<file path="src/rtl/busown_pkg.sv">
// Shared types for the bus ownership controller.
package busown_pkg;
    // Arbitration phases; the core owns the bus in ARB_IDLE and ARB_WAIT.
    typedef enum logic [2:0] {
        ARB_IDLE  = 3'd0,
        ARB_WAIT  = 3'd1,
        ARB_GRANT = 3'd2,
        ARB_EXT   = 3'd3,
        ARB_REL   = 3'd4
    } arb_state_e;
endpackage

</file>
<file path="src/rtl/busown_sync.sv">
// Multi-stage synchronizer for asynchronous control lines.
// Assumes: each bit is independent; RST_VAL is the inactive level.
module busown_sync #(
    parameter int          WIDTH   = 2,
    parameter int          STAGES  = 2,
    parameter logic [WIDTH-1:0] RST_VAL = '1
) (
    input  logic             clk,
    input  logic             rst_n,
    input  logic [WIDTH-1:0] din,
    output logic [WIDTH-1:0] dout
);
    logic [STAGES-1:0][WIDTH-1:0] stg_q;

    // Shift the raw input through the flop chain.
    always_ff @(posedge clk) begin
        if (!rst_n) begin
            stg_q <= {STAGES{RST_VAL}};
        end else begin
            stg_q[0] <= din;
            for (int i = 1; i < STAGES; i++) begin
                stg_q[i] <= stg_q[i-1];
            end
        end
    end

    assign dout = stg_q[STAGES-1];
endmodule

</file>
<file path="src/rtl/busown_fsm.sv">
// Ownership state machine: waits for an operand boundary, grants,
// negates the grant NEG_DLY clocks after acknowledge, re-grants after
// REGRANT_DLY clocks while requests remain, and returns the bus.
// Assumes: req/ack inputs are already synchronized and active high.
module busown_fsm
    import busown_pkg::*;
#(
    parameter int NEG_DLY     = 2,
    parameter int REGRANT_DLY = 2
) (
    input  logic clk,
    input  logic rst_n,
    input  logic req_s,
    input  logic ack_s,
    input  logic xfer_end,
    input  logic halt,
    output logic grant,
    output logic core_own
);
    localparam int MAXD = (NEG_DLY > REGRANT_DLY) ? NEG_DLY : REGRANT_DLY;
    localparam int CW   = (MAXD < 2) ? 1 : $clog2(MAXD);
    localparam logic [CW-1:0] NEG_LAST = CW'(NEG_DLY - 1);
    localparam logic [CW-1:0] RG_LAST  = CW'(REGRANT_DLY - 1);

    arb_state_e    st_q, st_d;
    logic          gnt_q, gnt_d;
    logic          win_q, win_d;
    logic [CW-1:0] cnt_q, cnt_d;

    // Next-state, grant and delay-counter decisions.
    always_comb begin
        st_d  = st_q;
        gnt_d = gnt_q;
        win_d = win_q;
        cnt_d = cnt_q;
        unique case (st_q)
            ARB_IDLE: begin
                if (req_s) st_d = ARB_WAIT;
            end
            ARB_WAIT: begin
                if (!req_s) begin
                    st_d = ARB_IDLE;
                end else if (xfer_end || halt) begin
                    st_d  = ARB_GRANT;
                    gnt_d = 1'b1;
                end
            end
            ARB_GRANT: begin
                if (ack_s) begin
                    st_d  = ARB_EXT;
                    win_d = 1'b1;
                    cnt_d = '0;
                end else if (!req_s) begin
                    st_d  = ARB_IDLE;
                    gnt_d = 1'b0;
                end
            end
            ARB_EXT: begin
                if (!ack_s) begin
                    win_d = 1'b0;
                    cnt_d = '0;
                    if (gnt_q && req_s) begin
                        st_d = ARB_GRANT;
                    end else begin
                        st_d  = ARB_REL;
                        gnt_d = 1'b0;
                    end
                end else if (win_q) begin
                    if (cnt_q == NEG_LAST) begin
                        gnt_d = 1'b0;
                        win_d = 1'b0;
                        cnt_d = '0;
                    end else begin
                        cnt_d = cnt_q + 1'b1;
                    end
                end else if (gnt_q) begin
                    if (!req_s) gnt_d = 1'b0;
                end else if (req_s) begin
                    if (cnt_q == RG_LAST) begin
                        gnt_d = 1'b1;
                        cnt_d = '0;
                    end else begin
                        cnt_d = cnt_q + 1'b1;
                    end
                end else begin
                    cnt_d = '0;
                end
            end
            ARB_REL: begin
                if (req_s) begin
                    st_d  = ARB_GRANT;
                    gnt_d = 1'b1;
                end else begin
                    st_d = ARB_IDLE;
                end
            end
            default: begin
                st_d  = ARB_IDLE;
                gnt_d = 1'b0;
            end
        endcase
    end

    // State and counter registers.
    always_ff @(posedge clk) begin
        if (!rst_n) begin
            st_q  <= ARB_IDLE;
            gnt_q <= 1'b0;
            win_q <= 1'b0;
            cnt_q <= '0;
        end else begin
            st_q  <= st_d;
            gnt_q <= gnt_d;
            win_q <= win_d;
            cnt_q <= cnt_d;
        end
    end

    assign grant    = gnt_q;
    assign core_own = (st_q == ARB_IDLE) || (st_q == ARB_WAIT);
endmodule

</file>
<file path="src/rtl/busown_hold.sv">
// Holding register for the core's bus values: tracks them while the
// core owns the bus, and replays them when the bus returns during halt.
// Assumes: own changes only on clock edges.
module busown_hold #(
    parameter int BW = 30
) (
    input  logic          clk,
    input  logic          rst_n,
    input  logic          own,
    input  logic          halt,
    input  logic [BW-1:0] core_bus,
    output logic [BW-1:0] bus_out
);
    logic [BW-1:0] held_q;
    logic          restore_q;

    // Capture driven values while owned and not replaying.
    always_ff @(posedge clk) begin
        if (!rst_n)                 held_q <= '0;
        else if (own && !restore_q) held_q <= core_bus;
    end

    // Replay flag: armed by halt while away, cleared when halt drops.
    always_ff @(posedge clk) begin
        if (!rst_n)     restore_q <= 1'b0;
        else if (!own)  restore_q <= halt;
        else if (!halt) restore_q <= 1'b0;
    end

    assign bus_out = (own && !restore_q) ? core_bus : held_q;
endmodule

</file>
<file path="src/rtl/busown_ctrl.sv">
// Top of the bus ownership controller: synchronizes the external
// handshake lines, runs the ownership state machine and controls the
// core's drivers. Assumes a single clock and synchronous reset.
module busown_ctrl #(
    parameter int BW          = 30,
    parameter int SYNC_STAGES = 2,
    parameter int NEG_DLY     = 2,
    parameter int REGRANT_DLY = 2
) (
    input  logic          clk,
    input  logic          rst_n,
    input  logic          req_n,
    input  logic          ack_n,
    input  logic          xfer_end,
    input  logic          halt,
    input  logic [BW-1:0] core_bus,
    output logic          grant_n,
    output logic          drv_oe,
    output logic          local_owner,
    output logic [BW-1:0] bus_out
);
    logic [1:0] raw_n, sync_n;
    logic       req_s, ack_s, grant, core_own;

    assign raw_n = {ack_n, req_n};

    busown_sync #(.WIDTH(2), .STAGES(SYNC_STAGES), .RST_VAL(2'b11)) u_sync (
        .clk  (clk),
        .rst_n(rst_n),
        .din  (raw_n),
        .dout (sync_n)
    );

    assign req_s = ~sync_n[0];
    assign ack_s = ~sync_n[1];

    busown_fsm #(.NEG_DLY(NEG_DLY), .REGRANT_DLY(REGRANT_DLY)) u_fsm (
        .clk     (clk),
        .rst_n   (rst_n),
        .req_s   (req_s),
        .ack_s   (ack_s),
        .xfer_end(xfer_end),
        .halt    (halt),
        .grant   (grant),
        .core_own(core_own)
    );

    busown_hold #(.BW(BW)) u_hold (
        .clk     (clk),
        .rst_n   (rst_n),
        .own     (core_own),
        .halt    (halt),
        .core_bus(core_bus),
        .bus_out (bus_out)
    );

    assign grant_n     = ~grant;
    assign local_owner = core_own;
    assign drv_oe      = core_own;
endmodule

</file>
<file path="config.mk">
export PLATFORM = sky130hd
export DESIGN_NAME = busown_ctrl
export DESIGN_NICKNAME = d
export VERILOG_FILES = /design/src/rtl/busown_pkg.sv /design/src/rtl/busown_sync.sv /design/src/rtl/busown_fsm.sv /design/src/rtl/busown_hold.sv /design/src/rtl/busown_ctrl.sv
export SDC_FILE = /design/constraint.sdc
export NUM_CORES = 1
export LEC_CHECK = 0
export BUFFER_PORTS_ARGS = -buffer_cell sky130_fd_sc_hd__buf_2
export CAP_MARGIN = 20
export CORE_MARGIN = 1
export CORE_UTILIZATION = 48
export DETAILED_ROUTE_END_ITERATION = 12
export GPL_ROUTABILITY_DRIVEN = 0
export PLACE_DENSITY = 0.78
export SETUP_SLACK_MARGIN = 0.1
export SLEW_MARGIN = 25
export SYNTH_ARGS = -nofsm -noshare
export SYNTH_HDL_FRONTEND = slang
export SYNTH_SLANG_ARGS = --single-unit
</file>
<file path="constraint.sdc">
create_clock -name clk -period 2 [get_ports clk]
set_clock_uncertainty 0.05 [all_clocks]
set_input_delay 0.4 -clock clk [delete_from_list [all_inputs] [get_ports clk]]
set_output_delay 0.4 -clock clk [all_outputs]
set_load 0.05 [all_outputs]
</file>
==> results_dict.tcl, run 1 <==
set metrics [dict create \
    outcome "complete, but fails checks" \
    failed_checks "negative setup slack" \
    groute.usage.overall_pct 21.3 \
    start_util_pct 50.0 \
    fmax_mhz 471 \
    synthToLayoutAreaGrowth_pct 52.7 \
    cts_htree_levels 2 \
    synthTopCellsByCount "dfxtp_1 (41), and2_1 (30), mux2_2 (24), nand2b_1 (8), mux2_1 (6)" \
    synth_edf_count 0 \
    grt_max_degree 30 \
    regToRegEndpoint "u_fsm.st_q[2]" \
    pre_cts_slack_ps 192 \
    crit_arrival_ps 1670 \
    dr.pass1.iters 4 \
    port_buffers 68 \
    hpwl_um 2520 \
    io_pins 69 \
    synth-seq-cells 41 \
    reg2reg_depth 4 \
    synth_mux_area_share_pct 19.5 \
    hold_end "u_sync.stg_q[1]" \
    core_area_mm2 0.00366 \
    placementRows 22 \
    ys_warn_count 0 \
    synth_top_area_cell "dfxtp_1" \
    synth_top_area_share_pct 44.8 \
    synth_compound_area_share_pct 7.72 \
    cts_tree "yes" \
    synth_xor_xnor_area_share_pct 0 \
    rrSetupSlack_ps 270 \
    clk_latency_ps 280 \
    drv_slew 0 \
    holdCritPathClass "primary input to flop" \
    cts_buffers 5 \
    drtIter0Drc 54 \
    setup_violations 30 \
    end_kind "output pin" \
    synth.area.top_cells "dfxtp_1 (45%), mux2_2 (15%), and2_1 (10%)" \
    timing.hold.ws_ps 245 \
    hold_viol 0 \
    synth.avg_cell_area_um2 10.7 \
    vdd_drop_max_mv 1.12 \
    drcViolationCount 0 \
    clk_pin_slew_ps 80 \
    cp.required_ps 1550 \
    nets 280 \
    fin_crit_sh_pct 106 \
    synth_top_family_by_area "simple AND/OR/NAND/NOR gates" \
    critical_path_class "flop to output pin" \
    ant_nets 0 \
    wire_per_inst_um 17.5 \
    p_leak_uw 0.00132 \
    yosys.area_share.simple_pct 21.8 \
    cap_violations 0 \
    ys_async_sr_fraction_pct 0 \
    synth-main-ff-cell "dfxtp_1" \
    synthCells 171 \
    synth_fa_ha_area_share_pct 0 \
    r2r_start "u_fsm.st_q[0]" \
    synthMostInstantiatedCell "dfxtp_1" \
    insertedDiodeCount 0 \
    tightest_slew_ps 422 \
    startpoint_type "flop" \
    clock-sinks 41 \
    cts_hold_buffers 0 \
    clk_path_buf_depth 2 \
    wl_um 5140 \
    syn_nets 207 \
    setup_slack_ps -123 \
    antenna_found_initial 0 \
    rsz0062_at_grt "true" \
    viasPerCell 5.30 \
    drive_gt1_share_pct 50.6 \
    synth.distinct_cells 37 \
    dieArea_mm2 0.00407 \
    power.density_mw_per_mm2 1700 \
    path_common_cell "buf_6" \
    netlist_area_mm2 0.00183 \
    ys_seq_area_share_pct 44.8 \
    die_h_um 63.8 \
    grt_overflow 0 \
    num_vias 1554 \
    crit_path_cell_trace "nor3_4, buf_6, clkbuf_16, mux2_4, buf_6" \
    cts-root-buf "clkbuf_8" \
    hold_start "ack_n" \
    slowest_delay_ps 340 \
    cp_max_fo 7 \
    dieWidth_um 63.8 \
    crit_slowest_cell "dfxtp_2" \
    min_path_cells 2 \
    grt_pass1_vias 1493 \
    grt_pass1_wl_um 6620 \
    instances_no_fill 293 \
    slew_headroom_pct 71.8 \
    min_period_ps 2120 \
    placed_cells 279 \
]
[cell type report]
class                           instances  area, um^2
Multi-Input combinational cell        112        1010
Fill cell                             223         865
Sequential cell                        41         823
Timing Repair Buffer                   79         764
Clock buffer                            7        86.3
Tap cell                               48        60.1
Clock inverter                          1        30.0
Inverter                                5        18.8
[per-layer routing]
| metal | routed length, um | up-vias | GRT usage, % | part of all wire, % |
|---|---|---|---|---|
| li1 | - | 734 | - | - |
| met1 | 1970 | 735 | 21.3 | 38 |
| met2 | 2760 | 73 | 40.8 | 54 |
| met3 | 303 | 12 | 5.71 | 5.9 |
| met4 | 106 | 0 | 8.81 | 2.1 |
| met5 | 0 | - | 0 | 0 |
[state kept, by name, summed over array words and instances, names as in the netlist]
name	cells
u_hold.held_q	30
u_fsm.st_q	3
u_sync.dout	2
u_sync.stg_q	2
u_fsm.cnt_q	1
u_fsm.grant	1
u_fsm.win_q	1
u_hold.restore_q	1
[power by group]
part	internal, uW	switching [uW]	leakage [uW]
Combinational	1410	1610	0.000921
Clock	407	279	0.0000585
Sequential	964	93.9	0.000341
[through the flow]
| stage | util (%) | instance area [um^2] | power, uW | setup TNS (ps) |
|---|---|---|---|---|
| 6_report | 76.4 | 2800 | 4760 | -2810 |
| 5_1_grt | 76.4 | 2800 | 4920 | -4390 |
| 4_1_cts | 70.7 | 2590 | 4260 | -2040 |
| 3_5_place_dp | 59.8 | 2190 | 3050 | 0 |
| 3_3_place_gp | 59.8 | 2190 | 3030 | 0 |
| 2_1_floorplan | - | 1830 | 2720 | 0 |
[cell families after synthesis]
group           after synthesis
mux                          32
buf+inv                      18
flops                        41
compound gates               18
simple gates                 62
[critical path: cells and delay by family, from the launching register on]
family	cells	cell delay [ps]
buf+inv	3	480
flops	1	340
mux	1	320
simple gates	1	240
[placed cells by master (no fill, tap or decap), types with 4 or more instances in the layout]
| cell type | Yosys | routed |
|---|---|---|
| buf_2 | 3 | 38 |
| nand2b_1 | 8 | 8 |
| clkbuf_8 | 0 | 6 |
| buf_8 | 0 | 20 |
| buf_6 | 5 | 13 |
| buf_4 | 1 | 4 |
| mux2_4 | 0 | 30 |
| inv_1 | 5 | 5 |
| dfxtp_1 | 41 | 39 |
| and2_1 | 30 | 30 |
| o21ai_0 | 4 | 4 |
[worst max path at each step]
stage,start,end,slack (ps),depth (start not counted)
after floorplan,u_fsm.st_q[1],bus_out[13],220,3
after global placement,u_fsm.st_q[1],bus_out[12],200,4
after detailed placement,u_fsm.st_q[1],bus_out[16],190,4
after CTS,u_hold.restore_q,bus_out[4],-90,5
after global routing,u_fsm.st_q[2],bus_out[29],-180,5
final,u_fsm.st_q[2],bus_out[29],-120,5
[timing repair]
action                     4_1_cts  5_1_grt
cloned                           1        2
hold endpoints to repair         0        0
gates resized for setup         78       43
setup endpoints to repair       30       30
buffers inserted                 4        0
pin swaps                        1        1
Note: power is estimated with default switching activity, not from simulation.
==> inputs of run 2 (changes only) <==
--- a/config.mk
+++ b/config.mk
@@ -11,7 +11,7 @@
 export CORE_UTILIZATION = 48
 export DETAILED_ROUTE_END_ITERATION = 12
 export GPL_ROUTABILITY_DRIVEN = 0
-export PLACE_DENSITY = 0.78
+export PLACE_DENSITY = 0.89
 export SETUP_SLACK_MARGIN = 0.1
 export SLEW_MARGIN = 25
 export SYNTH_ARGS = -nofsm -noshare
==> run 2 against run 1 <==
The flow still finishes with violations (negative setup slack); global-route usage is 1.8 points higher; die area stayed put; core utilization grew 0.79 points; first-iteration DRC count increased by 30%; fmax rose by 1.2%; worst setup slack improved by 25 ps; highest routed layer unchanged.
==> results_dict.tcl, run 2 (synthesis gave the netlist of run 1 again) <==
set metrics [dict create \
    outcome "complete, but fails checks" \
    failed_checks "negative setup slack" \
    postLayoutCoreUtil_pct 77.2 \
    reg_top3 "u_hold.held_q: 30 flops, u_fsm.st_q: 3 flops" \
    fmax_mhz 477 \
    grt_pass1_wl_um 7030 \
    setup_slack_ps -98.4 \
    die_h_um 63.8 \
    critical_path_class "flop to output pin" \
    wire_per_inst_um 17.0 \
    rsz0062_at_grt "true" \
    final_cell_mix "dfxtp_1 (39), buf_2 (38), mux2_4 (30), and2_1 (30), buf_8 (24)" \
    final_common_cell "dfxtp_1" \
    core_area_mm2 0.00366 \
    power.density_mw_per_mm2 1690 \
    end_kind "output pin" \
    p_sw_uw 1980 \
    cp_max_fo 7 \
    clock-sinks 41 \
    antenna_found_initial 0 \
    cts_hold_buffers 0 \
    dieWidth_um 63.8 \
    insertedDiodeCount 0 \
    drv_slew 0 \
    intPower_uw 2810 \
    dpl_cell_area_mm2 0.00218 \
    seq_area_um2 823 \
    nets 282 \
    crit_family "buffers and inverters" \
    grt_overflow 0 \
    viasPerCell 5.25 \
    grt_pass1_vias 1517 \
    multi_input_area_mm2 0.00101 \
    instances_no_fill 295 \
    cts_buffers 5 \
    slew_headroom_pct 72.5 \
    r2r_start "u_fsm.st_q[0]" \
    cp.required_ps 1550 \
    tightest_slew_ps 412 \
    fin_crit_sh_pct 105 \
    io_pins 69 \
    slowest_delay_ps 340 \
    cp-startpoint "u_fsm.st_q[2]" \
    grt_max_degree 24 \
    drive_gt1_share_pct 51.0 \
    cp_num_buf_inv 3 \
    placed_cells 278 \
    hold_start "ack_n" \
    cts_htree_levels 2 \
    hpwl_um 2550 \
    wl_um 5000 \
    num_vias 1548 \
    dr.pass1.iters 4 \
    seq_power_share_pct 22.0 \
    cts-root-buf "clkbuf_8" \
    largest_reg_flops 30 \
    fin_area_mm2 0.00283 \
    cts_tree "yes" \
    crit_path_cell_trace "nor3_4, buf_6, clkbuf_16, mux2_4, buf_6" \
    placementRows 22 \
    dieArea_mm2 0.00407 \
    path_common_cell "buf_6" \
    p_leak_uw 0.00133 \
    final.fill_count 210 \
    setup_violations 30 \
    groute.usage.overall_pct 23.1 \
    cap_violations 0 \
    clk_latency_ps 290 \
    crit_arrival_ps 1650 \
    holdCritPathClass "primary input to flop" \
    swShare_pct 41.3 \
    drcViolationCount 0 \
    regMostFlops "u_hold.held_q" \
    min_period_ps 2100 \
    clk_path_buf_depth 2 \
    drtIter0Drc 70 \
    port_buffers 68 \
    crit_slowest_cell "dfxtp_2" \
    hold_viol 0 \
    vdd_drop_max_mv 1.11 \
    clk_pin_slew_ps 80 \
    clkPwrFrac_pct 14.1 \
    ant_nets 0 \
    synthToLayoutAreaGrowth_pct 54.2 \
    start_util_pct 50.0 \
    p_comb_share_pct 63.9 \
    startpoint_type "flop" \
]
run 2: per-stage QoR:
stage	power (uW)	hold slack (ps)	worst slack (ps)	TNS (ps)
after floorplan	2720	336	225	0
after global placement	3000	338	193	0
after detailed placement	3040	353	147	0
after CTS	4460	235	-97.2	-2170
after global routing	4960	229	-140	-3400
final	4790	241	-98.4	-2260
run 2: area by class of cell:
cell class,instances,area share [%]
repair buffers,81,28.1
flip-flops and latches,41,29.1
well taps,48,2.13
clock buffers,7,3.06
clock inverters,1,1.06
multi-input cells,112,35.9
inverters,5,0.664
run 2: what timing repair did:
action,in CTS,in global routing
cloned,2,1
buffers inserted,2,4
endpoints found under the setup margin,30,30
resized for setup,100,25
pin swaps,1,1
run 2: worst paths after layout:
check,slack [ps],depth (start not counted),endpoint
worst max-delay path,-100,5,bus_out[27]
worst min-delay path,240,2,u_sync.stg_q[1]
worst max register to register,150,4,u_fsm.st_q[2]
worst min register to register,370,1,u_sync.dout[0]
run 2: metal layers:
layer	up-vias	GRT usage, %	wire length (um)
met3	17	5.36	234
met5	-	0	0
li1	732	-	-
met2	66	44.8	2720
met1	733	23.3	1890
met4	0	9.38	161
run 2: power groups by stage:
| stage | clock [uW] | combinational [uW] | sequential (uW) |
|---|---|---|---|
| finish | 676 | 3060 | 1050 |
| global placement | 0 | 1950 | 1050 |
| CTS | 681 | 2740 | 1050 |
| detailed placement | 0 | 1980 | 1060 |
| floorplan | 0 | 1690 | 1020 |
| global route | 727 | 3170 | 1070 |
run 2: worst register-to-register path: cells and delay by family (launching register included):
kind	cells	cell delay (ps)
simple gates	3	870
flops	1	580
buf+inv	1	240
==> inputs of run 3 (changes only) <==
--- a/config.mk
+++ b/config.mk
@@ -12,6 +12,7 @@
 export DETAILED_ROUTE_END_ITERATION = 12
 export GPL_ROUTABILITY_DRIVEN = 0
 export PLACE_DENSITY = 0.89
+export REMOVE_ABC_BUFFERS = 1
 export SETUP_SLACK_MARGIN = 0.1
 export SLEW_MARGIN = 25
 export SYNTH_ARGS = -nofsm -noshare
==> run 3 against run 2 <==
The flow still finishes with violations (negative setup slack); worst setup slack got worse by 8.6 ps; sequential power about the same; die area unchanged; routed wire length decreased by 10%; critical path depth unchanged; via count decreased by 1.7%; largest power group unchanged.
==> results_dict.tcl, run 3 (synthesis gave the netlist of run 1 again) <==
set metrics [dict create \
    tightest_slew_ps 413 \
    critical_path_class "flop to output pin" \
    num_vias 1521 \
    use_met1_pct 22.8 \
    cts_buffers 5 \
    globalRouteMet2Util_pct 38.8 \
    viasPerCell 5.16 \
    grt_overflow 0 \
    grt-busiest-layer "met2" \
    hold_viol 0 \
    setup_violations 30 \
    groute.usage.overall_pct 21.6 \
    p_sw_uw 1930 \
    antenna_found_initial 0 \
    drcViolationCount 0 \
    largest_reg_flops 30 \
    pre_cts_slack_ps 168 \
    intPower_uw 2610 \
    dpl_cell_area_mm2 0.00219 \
    start_util_pct 50.0 \
    total_power_uw 4540 \
    fin_area_mm2 0.00276 \
    clk_pin_slew_ps 70 \
    clk_path_buf_depth 2 \
    cts_tree "yes" \
    io_pins 69 \
    drtIter0Drc 53 \
    synthToLayoutAreaGrowth_pct 50.5 \
    failed_checks "negative setup slack" \
    final_common_cell "dfxtp_1" \
    rsz0062_at_grt "true" \
    cp_max_fo 5 \
    die_h_um 63.8 \
    vdd_drop_max_mv 0.918 \
    seq_power_share_pct 23.2 \
    startpoint_type "flop" \
    cts-root-buf "clkbuf_8" \
    clkPwrFrac_pct 11.5 \
    end_kind "output pin" \
    setup_slack_ps -107 \
    insertedDiodeCount 0 \
    core_area_mm2 0.00366 \
    fmax_mhz 475 \
    grt_max_degree 23 \
    crit_arrival_ps 1660 \
    holdCritPathClass "primary input to flop" \
    cp.required_ps 1550 \
    placementRows 22 \
    wl_um 4480 \
    hpwl_um 2530 \
    dieWidth_um 63.8 \
    port_buffers 68 \
    grt_pass1_wl_um 6560 \
    instances_no_fill 295 \
    clock-sinks 41 \
    dieArea_mm2 0.00407 \
    cap_violations 0 \
    ant_nets 0 \
    final.setup.tns_ps -2270 \
    grt_use_met3_pct 5.18 \
    p_comb_share_pct 65.3 \
    dr.pass1.iters 6 \
    grt_pass1_vias 1478 \
    clk_latency_ps 290 \
    drv_slew 0 \
    placed_cells 279 \
    nets 282 \
    final_cell_mix "dfxtp_1 (39), buf_2 (38), and2_1 (30)" \
    cts_htree_levels 2 \
    regMostFlops "u_hold.held_q" \
    swShare_pct 42.5 \
    outcome "complete, but fails checks" \
    p_leak_uw 0.00130 \
    power.density_mw_per_mm2 1650 \
    drive_gt1_share_pct 51.0 \
    reg_top3 "u_hold.held_q: 30 flops, u_fsm.st_q: 3 flops" \
    fin_crit_sh_pct 105 \
    slew_headroom_pct 72.4 \
    wire_per_inst_um 15.2 \
    min_period_ps 2110 \
]
-- run 3: changes by cell type in the layout (fill, tap and decap cells not counted), moves of 2 or more --
cell,delta
clkinv_2,+2
mux2_2,+3
mux2_4,-3
buf_8,-8
buf_6,+10
buf_4,-2
-- run 3: final timing paths --
path              startpoint         endpoint  slack, ps  depth (start not counted)
max reg2reg    u_fsm.st_q[1]    u_fsm.st_q[2]        310                          5
min reg2reg  u_sync.stg_q[0]   u_sync.dout[0]        370                          1
min                    req_n  u_sync.stg_q[0]        240                          2
max            u_fsm.st_q[1]      bus_out[26]       -110                          5
-- run 3: cell type report --
class	count	area, um^2
clock buffers	5	68.8
clock inverters	3	17.5
fillers	253	905
inverters	5	18.8
multi-input cells	112	1000
flip-flops and latches	41	823
well taps	48	60.1
repair buffers	81	768
-- run 3: routing by layer --
layer / share of wire [%] / up-vias
li1: - / 733
met1: 39 / 729
met2: 56 / 52
met3: 4.0 / 7
met4: 1.8 / 0
met5: 0 / -
-- run 3: power by group through the flow --
stage	logic [uW]	clock network, uW	registers [uW]
2_1_floorplan	1540	0	1050
3_3_place_gp	1960	0	1050
3_5_place_dp	1990	0	1060
4_1_cts	2600	531	1040
5_1_grt	3080	585	1070
6_report	2970	520	1050
-- run 3: per-stage QoR --
stage	hold WS, ps	util, %
floorplan	336	-
global placement	340	59.8
detailed placement	356	59.8
CTS	233	70.6
global route	236	75.3
finish	236	75.3
-- run 3: repair_timing --
item | in CTS | in global routing
buffers inserted | 3 | 1
pin swaps | 1 | 1
cloned | 2 | 2
endpoints found under the setup margin | 30 | 30
hold buffers | 0 | 0
resized for setup | 83 | 31
-- run 3: worst max-delay path, cell delays in order (launching register included) --
cell	delay (ps)
dfxtp_2	340
nor3_4	220
buf_6	170
buf_12	130
mux2_2	350
buf_6	160
